--- src/rtl/ifc_pkg.sv ---
package ifc_pkg;
    localparam int PRIO_W = 3;
    localparam int ADDR_W = 12;
    localparam int DATA_W = 32;

    typedef logic [PRIO_W-1:0] prio_t;

    typedef enum logic [3:0] {
        RG_PRIO   = 4'h0,
        RG_PEND   = 4'h1,
        RG_ENABLE = 4'h2,
        RG_THRESH = 4'h3,
        RG_CLAIM  = 4'h4
    } region_e;

    typedef struct packed {
        logic pend;
        logic insvc;
        logic latched;
        logic prev;
    } gw_state_t;

    function automatic region_e addr_region(input logic [ADDR_W-1:0] a);
        return region_e'(a[ADDR_W-1:8]);
    endfunction

    function automatic int addr_index(input logic [ADDR_W-1:0] a);
        return int'(a[7:0]);
    endfunction
endpackage

--- src/rtl/ifc_gateway.sv ---
module ifc_gateway
    import ifc_pkg::*;
#(
    parameter bit EDGE = 1'b0
) (
    input  logic clk,
    input  logic rst,
    input  logic src_i,
    input  logic claim_i,
    input  logic complete_i,
    output logic pend_o,
    output logic insvc_o
);
    gw_state_t st;
    logic      rise;

    assign rise = src_i & ~st.prev;

    always_ff @(posedge clk) begin
        if (rst) begin
            st <= '0;
        end else begin
            st.prev <= src_i;
            if (claim_i && st.pend) begin
                st.pend  <= 1'b0;
                st.insvc <= 1'b1;
                if (EDGE && rise) st.latched <= 1'b1;
            end else if (complete_i && st.insvc) begin
                st.insvc   <= 1'b0;
                st.latched <= 1'b0;
                st.pend    <= EDGE ? (st.latched | rise) : src_i;
            end else if (!st.insvc && !st.pend) begin
                st.pend <= EDGE ? rise : src_i;
            end else if (EDGE && st.insvc && rise) begin
                st.latched <= 1'b1;
            end
        end
    end

    assign pend_o  = st.pend;
    assign insvc_o = st.insvc;
endmodule

--- src/rtl/ifc_arbiter.sv ---
module ifc_arbiter
    import ifc_pkg::*;
#(
    parameter int NSRC = 8,
    parameter int ID_W = 4
) (
    input  logic [NSRC:1]             pend_i,
    input  logic [NSRC:1]             en_i,
    input  logic [NSRC:1][PRIO_W-1:0] prio_i,
    input  prio_t                     thr_i,
    output logic [ID_W-1:0]           best_id_o,
    output prio_t                     best_prio_o
);
    always_comb begin
        best_id_o   = '0;
        best_prio_o = '0;
        for (int s = 1; s <= NSRC; s++) begin
            if (pend_i[s] && en_i[s] && (prio_i[s] > thr_i) && (prio_i[s] > best_prio_o)) begin
                best_id_o   = ID_W'(s);
                best_prio_o = prio_i[s];
            end
        end
    end
endmodule

--- src/rtl/intr_fabric_core.sv ---
module intr_fabric_core
    import ifc_pkg::*;
#(
    parameter int              NSRC      = 8,
    parameter int              NCTX      = 2,
    parameter logic [NSRC-1:0] EDGE_MASK = NSRC'(8'hF0)
) (
    input  logic              clk,
    input  logic              rst,
    input  logic [NSRC-1:0]   src_i,
    input  logic              bus_re,
    input  logic              bus_we,
    input  logic [ADDR_W-1:0] bus_addr,
    input  logic [DATA_W-1:0] bus_wdata,
    output logic [DATA_W-1:0] bus_rdata,
    output logic [NCTX-1:0]   irq_o
);
    localparam int ID_W  = $clog2(NSRC + 1);
    localparam int CTX_W = (NCTX > 1) ? $clog2(NCTX) : 1;

    logic [NSRC:1][PRIO_W-1:0]           prio_q;
    logic [NCTX-1:0][NSRC:1]             en_q;
    logic [NCTX-1:0][PRIO_W-1:0]         thr_q;
    logic [NCTX-1:0]                     irq_q;
    logic [NSRC:1]                       pend_vec, insvc_vec, claim_vec, cmpl_vec;
    logic [NCTX-1:0][ID_W-1:0]           best_id;
    logic [NCTX-1:0][PRIO_W-1:0]         best_prio;

    region_e          region;
    int               idx;
    logic             ctx_ok;
    logic [CTX_W-1:0] ctx;

    assign region = addr_region(bus_addr);
    assign idx    = addr_index(bus_addr);
    assign ctx_ok = (idx < NCTX);
    assign ctx    = CTX_W'(bus_addr[7:0]);

    // per-source gateways
    for (genvar s = 1; s <= NSRC; s++) begin : g_gw
        ifc_gateway #(.EDGE(EDGE_MASK[s-1])) gw_i (
            .clk        (clk),
            .rst        (rst),
            .src_i      (src_i[s-1]),
            .claim_i    (claim_vec[s]),
            .complete_i (cmpl_vec[s]),
            .pend_o     (pend_vec[s]),
            .insvc_o    (insvc_vec[s])
        );
    end

    // per-context arbiters and output flops
    for (genvar c = 0; c < NCTX; c++) begin : g_ctx
        ifc_arbiter #(.NSRC(NSRC), .ID_W(ID_W)) arb_i (
            .pend_i      (pend_vec),
            .en_i        (en_q[c]),
            .prio_i      (prio_q),
            .thr_i       (thr_q[c]),
            .best_id_o   (best_id[c]),
            .best_prio_o (best_prio[c])
        );
        always_ff @(posedge clk) begin
            if (rst) irq_q[c] <= 1'b0;
            else     irq_q[c] <= (best_id[c] != '0);
        end
    end
    assign irq_o = irq_q;

    // claim and completion strobes
    always_comb begin
        claim_vec = '0;
        cmpl_vec  = '0;
        if (region == RG_CLAIM && ctx_ok) begin
            for (int s = 1; s <= NSRC; s++) begin
                if (bus_re && best_id[ctx] == ID_W'(s))
                    claim_vec[s] = 1'b1;
                if (bus_we && bus_wdata == DATA_W'(s) && en_q[ctx][s])
                    cmpl_vec[s] = 1'b1;
            end
        end
    end

    // configuration registers
    always_ff @(posedge clk) begin
        if (rst) begin
            prio_q <= '0;
            en_q   <= '0;
            thr_q  <= '0;
        end else if (bus_we) begin
            unique case (region)
                RG_PRIO: begin
                    for (int s = 1; s <= NSRC; s++)
                        if (idx == s) prio_q[s] <= bus_wdata[PRIO_W-1:0];
                end
                RG_ENABLE: if (ctx_ok) en_q[ctx]  <= bus_wdata[NSRC:1];
                RG_THRESH: if (ctx_ok) thr_q[ctx] <= bus_wdata[PRIO_W-1:0];
                default: ;
            endcase
        end
    end

    // read mux
    always_comb begin
        bus_rdata = '0;
        if (bus_re) begin
            unique case (region)
                RG_PRIO: begin
                    for (int s = 1; s <= NSRC; s++)
                        if (idx == s) bus_rdata[PRIO_W-1:0] = prio_q[s];
                end
                RG_PEND:   bus_rdata[NSRC:0] = {pend_vec, 1'b0};
                RG_ENABLE: if (ctx_ok) bus_rdata[NSRC:0] = {en_q[ctx], 1'b0};
                RG_THRESH: if (ctx_ok) bus_rdata[PRIO_W-1:0] = thr_q[ctx];
                RG_CLAIM:  if (ctx_ok) bus_rdata[ID_W-1:0] = best_id[ctx];
                default: ;
            endcase
        end
    end
endmodule

--- config.mk ---
export PLATFORM = sky130hd
export DESIGN_NAME = intr_fabric_core
export DESIGN_NICKNAME = d
export VERILOG_FILES = /design/src/rtl/ifc_pkg.sv /design/src/rtl/ifc_gateway.sv /design/src/rtl/ifc_arbiter.sv /design/src/rtl/intr_fabric_core.sv
export SDC_FILE = /design/constraint.sdc
export NUM_CORES = 1
export LEC_CHECK = 0
export BUFFER_PORTS_ARGS = -buffer_cell sky130_fd_sc_hd__clkbuf_2
export CAP_MARGIN = 10
export CORE_MARGIN = 2
export CORE_UTILIZATION = 30
export CTS_BUF_LIST = sky130_fd_sc_hd__clkbuf_8
export DETAILED_ROUTE_END_ITERATION = 6
export HOLD_SLACK_MARGIN = 0.03
export PLACE_DENSITY = 0.53
export SKIP_CTS_REPAIR_TIMING = 1
export SLEW_MARGIN = 0
export SYNTH_ARGS = -nofsm -noshare
export SYNTH_HDL_FRONTEND = slang
export SYNTH_SLANG_ARGS = --single-unit
export TNS_END_PERCENT = 1
--- constraint.sdc ---
create_clock -name clk -period 10.7 [get_ports clk]
set_input_delay 0.535 -clock clk [delete_from_list [all_inputs] [get_ports clk]]
set_output_delay 0.535 -clock clk [all_outputs]
set_load 0.01 [all_outputs]
==> impl_metrics.env <==
export IMPL_io_buffers=66
export IMPL_ys_seq_elements=72
export IMPL_power_density_nw_per_um2=64.3
export IMPL_place_inst=1235
export IMPL_synthTopCellsByArea="dfxtp_1, ha_1, mux2i_1, a21oi_1, nor2_1"
export IMPL_hold_depth=2
export IMPL_die_area_um2=23600
export IMPL_fin_crit_sh=1.03
export IMPL_ir_worst_vdd_mv=0.0742
export IMPL_rr_endpoint="g_gw[6].gw_i.st[1]"
export IMPL_synth_adder_area_share=0.153
export IMPL_max_stage_delay_ns=0.41
export IMPL_synth_edf_count=0
export IMPL_antenna_found_initial=0
export IMPL_firstDrtPassIters=5
export IMPL_synth_top_family_by_area="simple AND/OR/NAND/NOR gates"
export IMPL_tritoncts="done"
export IMPL_min_from="src_i[4]"
export IMPL_synthSimpleGateAreaFrac=0.258
export IMPL_ys_warn_count=0
export IMPL_synth_top_cell_by_area="dfxtp_1"
export IMPL_r2r_start="prio_q[1]"
export IMPL_track_usage=0.187
export IMPL_overflow=0
export IMPL_drc=0
export IMPL_dp_hpwl_mm=17.7
export IMPL_initial_core_util=0.307
export IMPL_maxCapViolCount=0
export IMPL_crit_arrival_ns=10.52
export IMPL_io_pins=90
export IMPL_leakage_nw=3.62
export IMPL_cpMostUsedCell="ha_4"
export IMPL_drive_gt1_frac=0.312
export IMPL_dp_worst_setup_slack_ns=-0.677
export IMPL_dr_total_vias=7004
export IMPL_grt_max_degree=73
export IMPL_worst_slew_pin_slew_ns=1.08
export IMPL_wl_mm=23.6
export IMPL_drt_iter0_drc=465
export IMPL_worst_ep_required_time_ns=10.17
export IMPL_synthCells=841
export IMPL_dieHeight_um=154
export IMPL_htreeDepth=3
export IMPL_fin_nets=1124
export IMPL_min_period_ns=11.05
export IMPL_cts_buffer_depth=2
export IMPL_fmax_mhz=90.5
export IMPL_min_path_type="in -> reg"
export IMPL_power_total_uw=571
export IMPL_wl_per_cell_um=18.6
export IMPL_synthesis_area_um2=6720
export IMPL_r2r_cells=55
export IMPL_synth_commonest_cells="ha_1, nor2_1, dfxtp_1"
export IMPL_core_um2=21900
export IMPL_grt_pass1_vias=6529
export IMPL_synth_compound_area_frac=0.203
export IMPL_numCtsBuffers=9
export IMPL_status="finished, violations left"
export IMPL_layout_area_overhead_vs_synth_pct=32.0
export IMPL_grt_use_met2=0.300
export IMPL_r2r_setup_slack_ns=-0.01
export IMPL_layout_cells_non_filler=1273
export IMPL_synthFlopType="dfxtp_1"
export IMPL_synth_top_cell_area_share=0.215
export IMPL_worst_slack_ns=-0.354
export IMPL_endpoint_kind="primary output"
export IMPL_synthMuxAreaShare=0.102
export IMPL_avgSynthCellArea_um2=7.99
export IMPL_violations="setup timing"
export IMPL_start_kind="flip-flop"
export IMPL_grt_pass1_wl_mm=35.3
export IMPL_rsz0062_at_grt="yes"
export IMPL_ys_seq_area_frac=0.215
export IMPL_root_buffer="clkbuf_8"
export IMPL_dieWidth_um=154
export IMPL_postRouteAntennaNets=0
export IMPL_ys_types=82
export IMPL_routabilityCongestion=0.894
export IMPL_final_max_slew_viol_count=0
export IMPL_drt_vias_per_instance=5.50
export IMPL_clk_latency_ns=0.36
export IMPL_clock_sinks=72
export IMPL_ys_async_sr_fraction=0
export IMPL_num_rows=54
export IMPL_gr_max_usage_layer="met2"
export IMPL_finalClockSkew_ns=0.00994
export IMPL_path_class="reg -> out"
export IMPL_setup_viol=5
export IMPL_finalHoldViolCount=0
export IMPL_cp_max_fo=4
export IMPL_min_delay_worst_endpoint="g_gw[5].gw_i.st[0]"
export IMPL_yosysMostFrequentCell="ha_1"
export IMPL_antenna_cells=0
export IMPL_synthXorXnorAreaFrac=0.00130
export IMPL_grt_util_met3=0.0203
export IMPL_clk_pin_slew_worst_paths_ns=0.09
export IMPL_cp_slowest_cell="or3_4"
export IMPL_slew_headroom=0.272
export IMPL_use_met1=0.263
## flip-flops by register name, summed over array words and instances, names as in the netlist
signal,count
en_q,16
g_gw.gw_i.insvc_o,8
g_gw.gw_i.pend_o,8
g_gw.gw_i.st,8
irq_o,2
prio_q,24
thr_q,6
## power by group
part	leakage, nW	total [mW]	internal, mW	switching [mW]
clock	0.111	0.246	0.132	0.114
combinational	2.92	0.0489	0.0180	0.0309
sequential	0.586	0.276	0.270	0.00510
total	3.62	0.571	0.420	0.150
## kinds of logic after synthesis
group	after synthesis
buffers and inverters	95
adders and majority gates	83
muxes	64
xor gates and xnor gates	1
other	1
DFF	72
and+or+nand+nor	323
AOI/OAI and AO/OA	202
## layout by cell type (no fill, tap or decap), types with 7 or more instances in the layout
| cell type | instances |
|---|---|
| nand3_2 | 8 |
| mux2_4 | 7 |
| clkbuf_8 | 9 |
| ha_4 | 21 |
| a21o_1 | 14 |
| mux2_2 | 7 |
| clkbuf_2 | 64 |
| dfxtp_1 | 68 |
| conb_1 | 23 |
| nand3b_1 | 9 |
| a21oi_1 | 59 |
| nor2b_1 | 15 |
| nand3_1 | 38 |
| nor3_1 | 14 |
| inv_1 | 38 |
| o21ai_0 | 30 |
| o211ai_1 | 8 |
| mux2i_1 | 46 |
| nand4_1 | 19 |
| buf_4 | 99 |
| nor4_1 | 13 |
| nand2_1 | 48 |
| ha_1 | 59 |
| nand2b_1 | 10 |
| a21oi_2 | 10 |
| nor2_1 | 68 |
| and2_1 | 9 |
| o21a_1 | 8 |
## cell type report
| cell class | count | area [um2] |
|---|---|---|
| multi-input cells | 696 | 5580 |
| fillers | 2251 | 13000 |
| well taps | 280 | 350 |
| clock inverters | 7 | 97.6 |
| clock buffers | 9 | 124 |
| inverters | 41 | 154 |
| flip-flops and latches | 72 | 1450 |
| repair buffers | 168 | 1120 |
## per-stage QoR
| stage | area (um2) | hold WS (ns) | util | setup TNS [ns] |
|---|---|---|---|---|
| floorplan | 6850 | 0.445 | - | 0 |
| global placement | 7830 | 0.466 | 0.358 | -9.57 |
| detailed placement | 7830 | 0.469 | 0.358 | -10.14 |
| CTS | 8060 | 0.387 | 0.368 | -12.59 |
| global route | 8870 | 0.400 | 0.405 | -8.44 |
| finish | 8870 | 0.395 | 0.405 | -0.956 |
## per-layer routing
layer  vias up  routed length [um]
met3        39                1340
met2       282               10600
met5         -                   0
met4         0                 628
li1       3397                   -
met1      3286               11000
## worst max-delay path: cells and delay by family (launching register included)
| family | cells | cell delay (ns) |
|---|---|---|
| simple gates | 24 | 3.58 |
| fa+ha+maj | 9 | 2.32 |
| compound gates | 12 | 2.06 |
| mux | 4 | 1.32 |
| buf+inv | 4 | 0.51 |
| flops | 1 | 0.37 |
## worst max path at each step
stage                                    end       from  slack, ns  cells after the start
after floorplan                 bus_rdata[1]   thr_q[4]       0.01                     52
after global placement          bus_rdata[1]  prio_q[1]      -0.63                     53
after detailed placement  g_gw[6].gw_i.st[1]  prio_q[1]      -0.68                     54
after CTS                       bus_rdata[1]  prio_q[1]      -1.09                     53
after global routing            bus_rdata[1]  prio_q[1]      -0.80                     53
final                           bus_rdata[1]  prio_q[1]      -0.35                     53
Power figures use the tool's default switching activity.
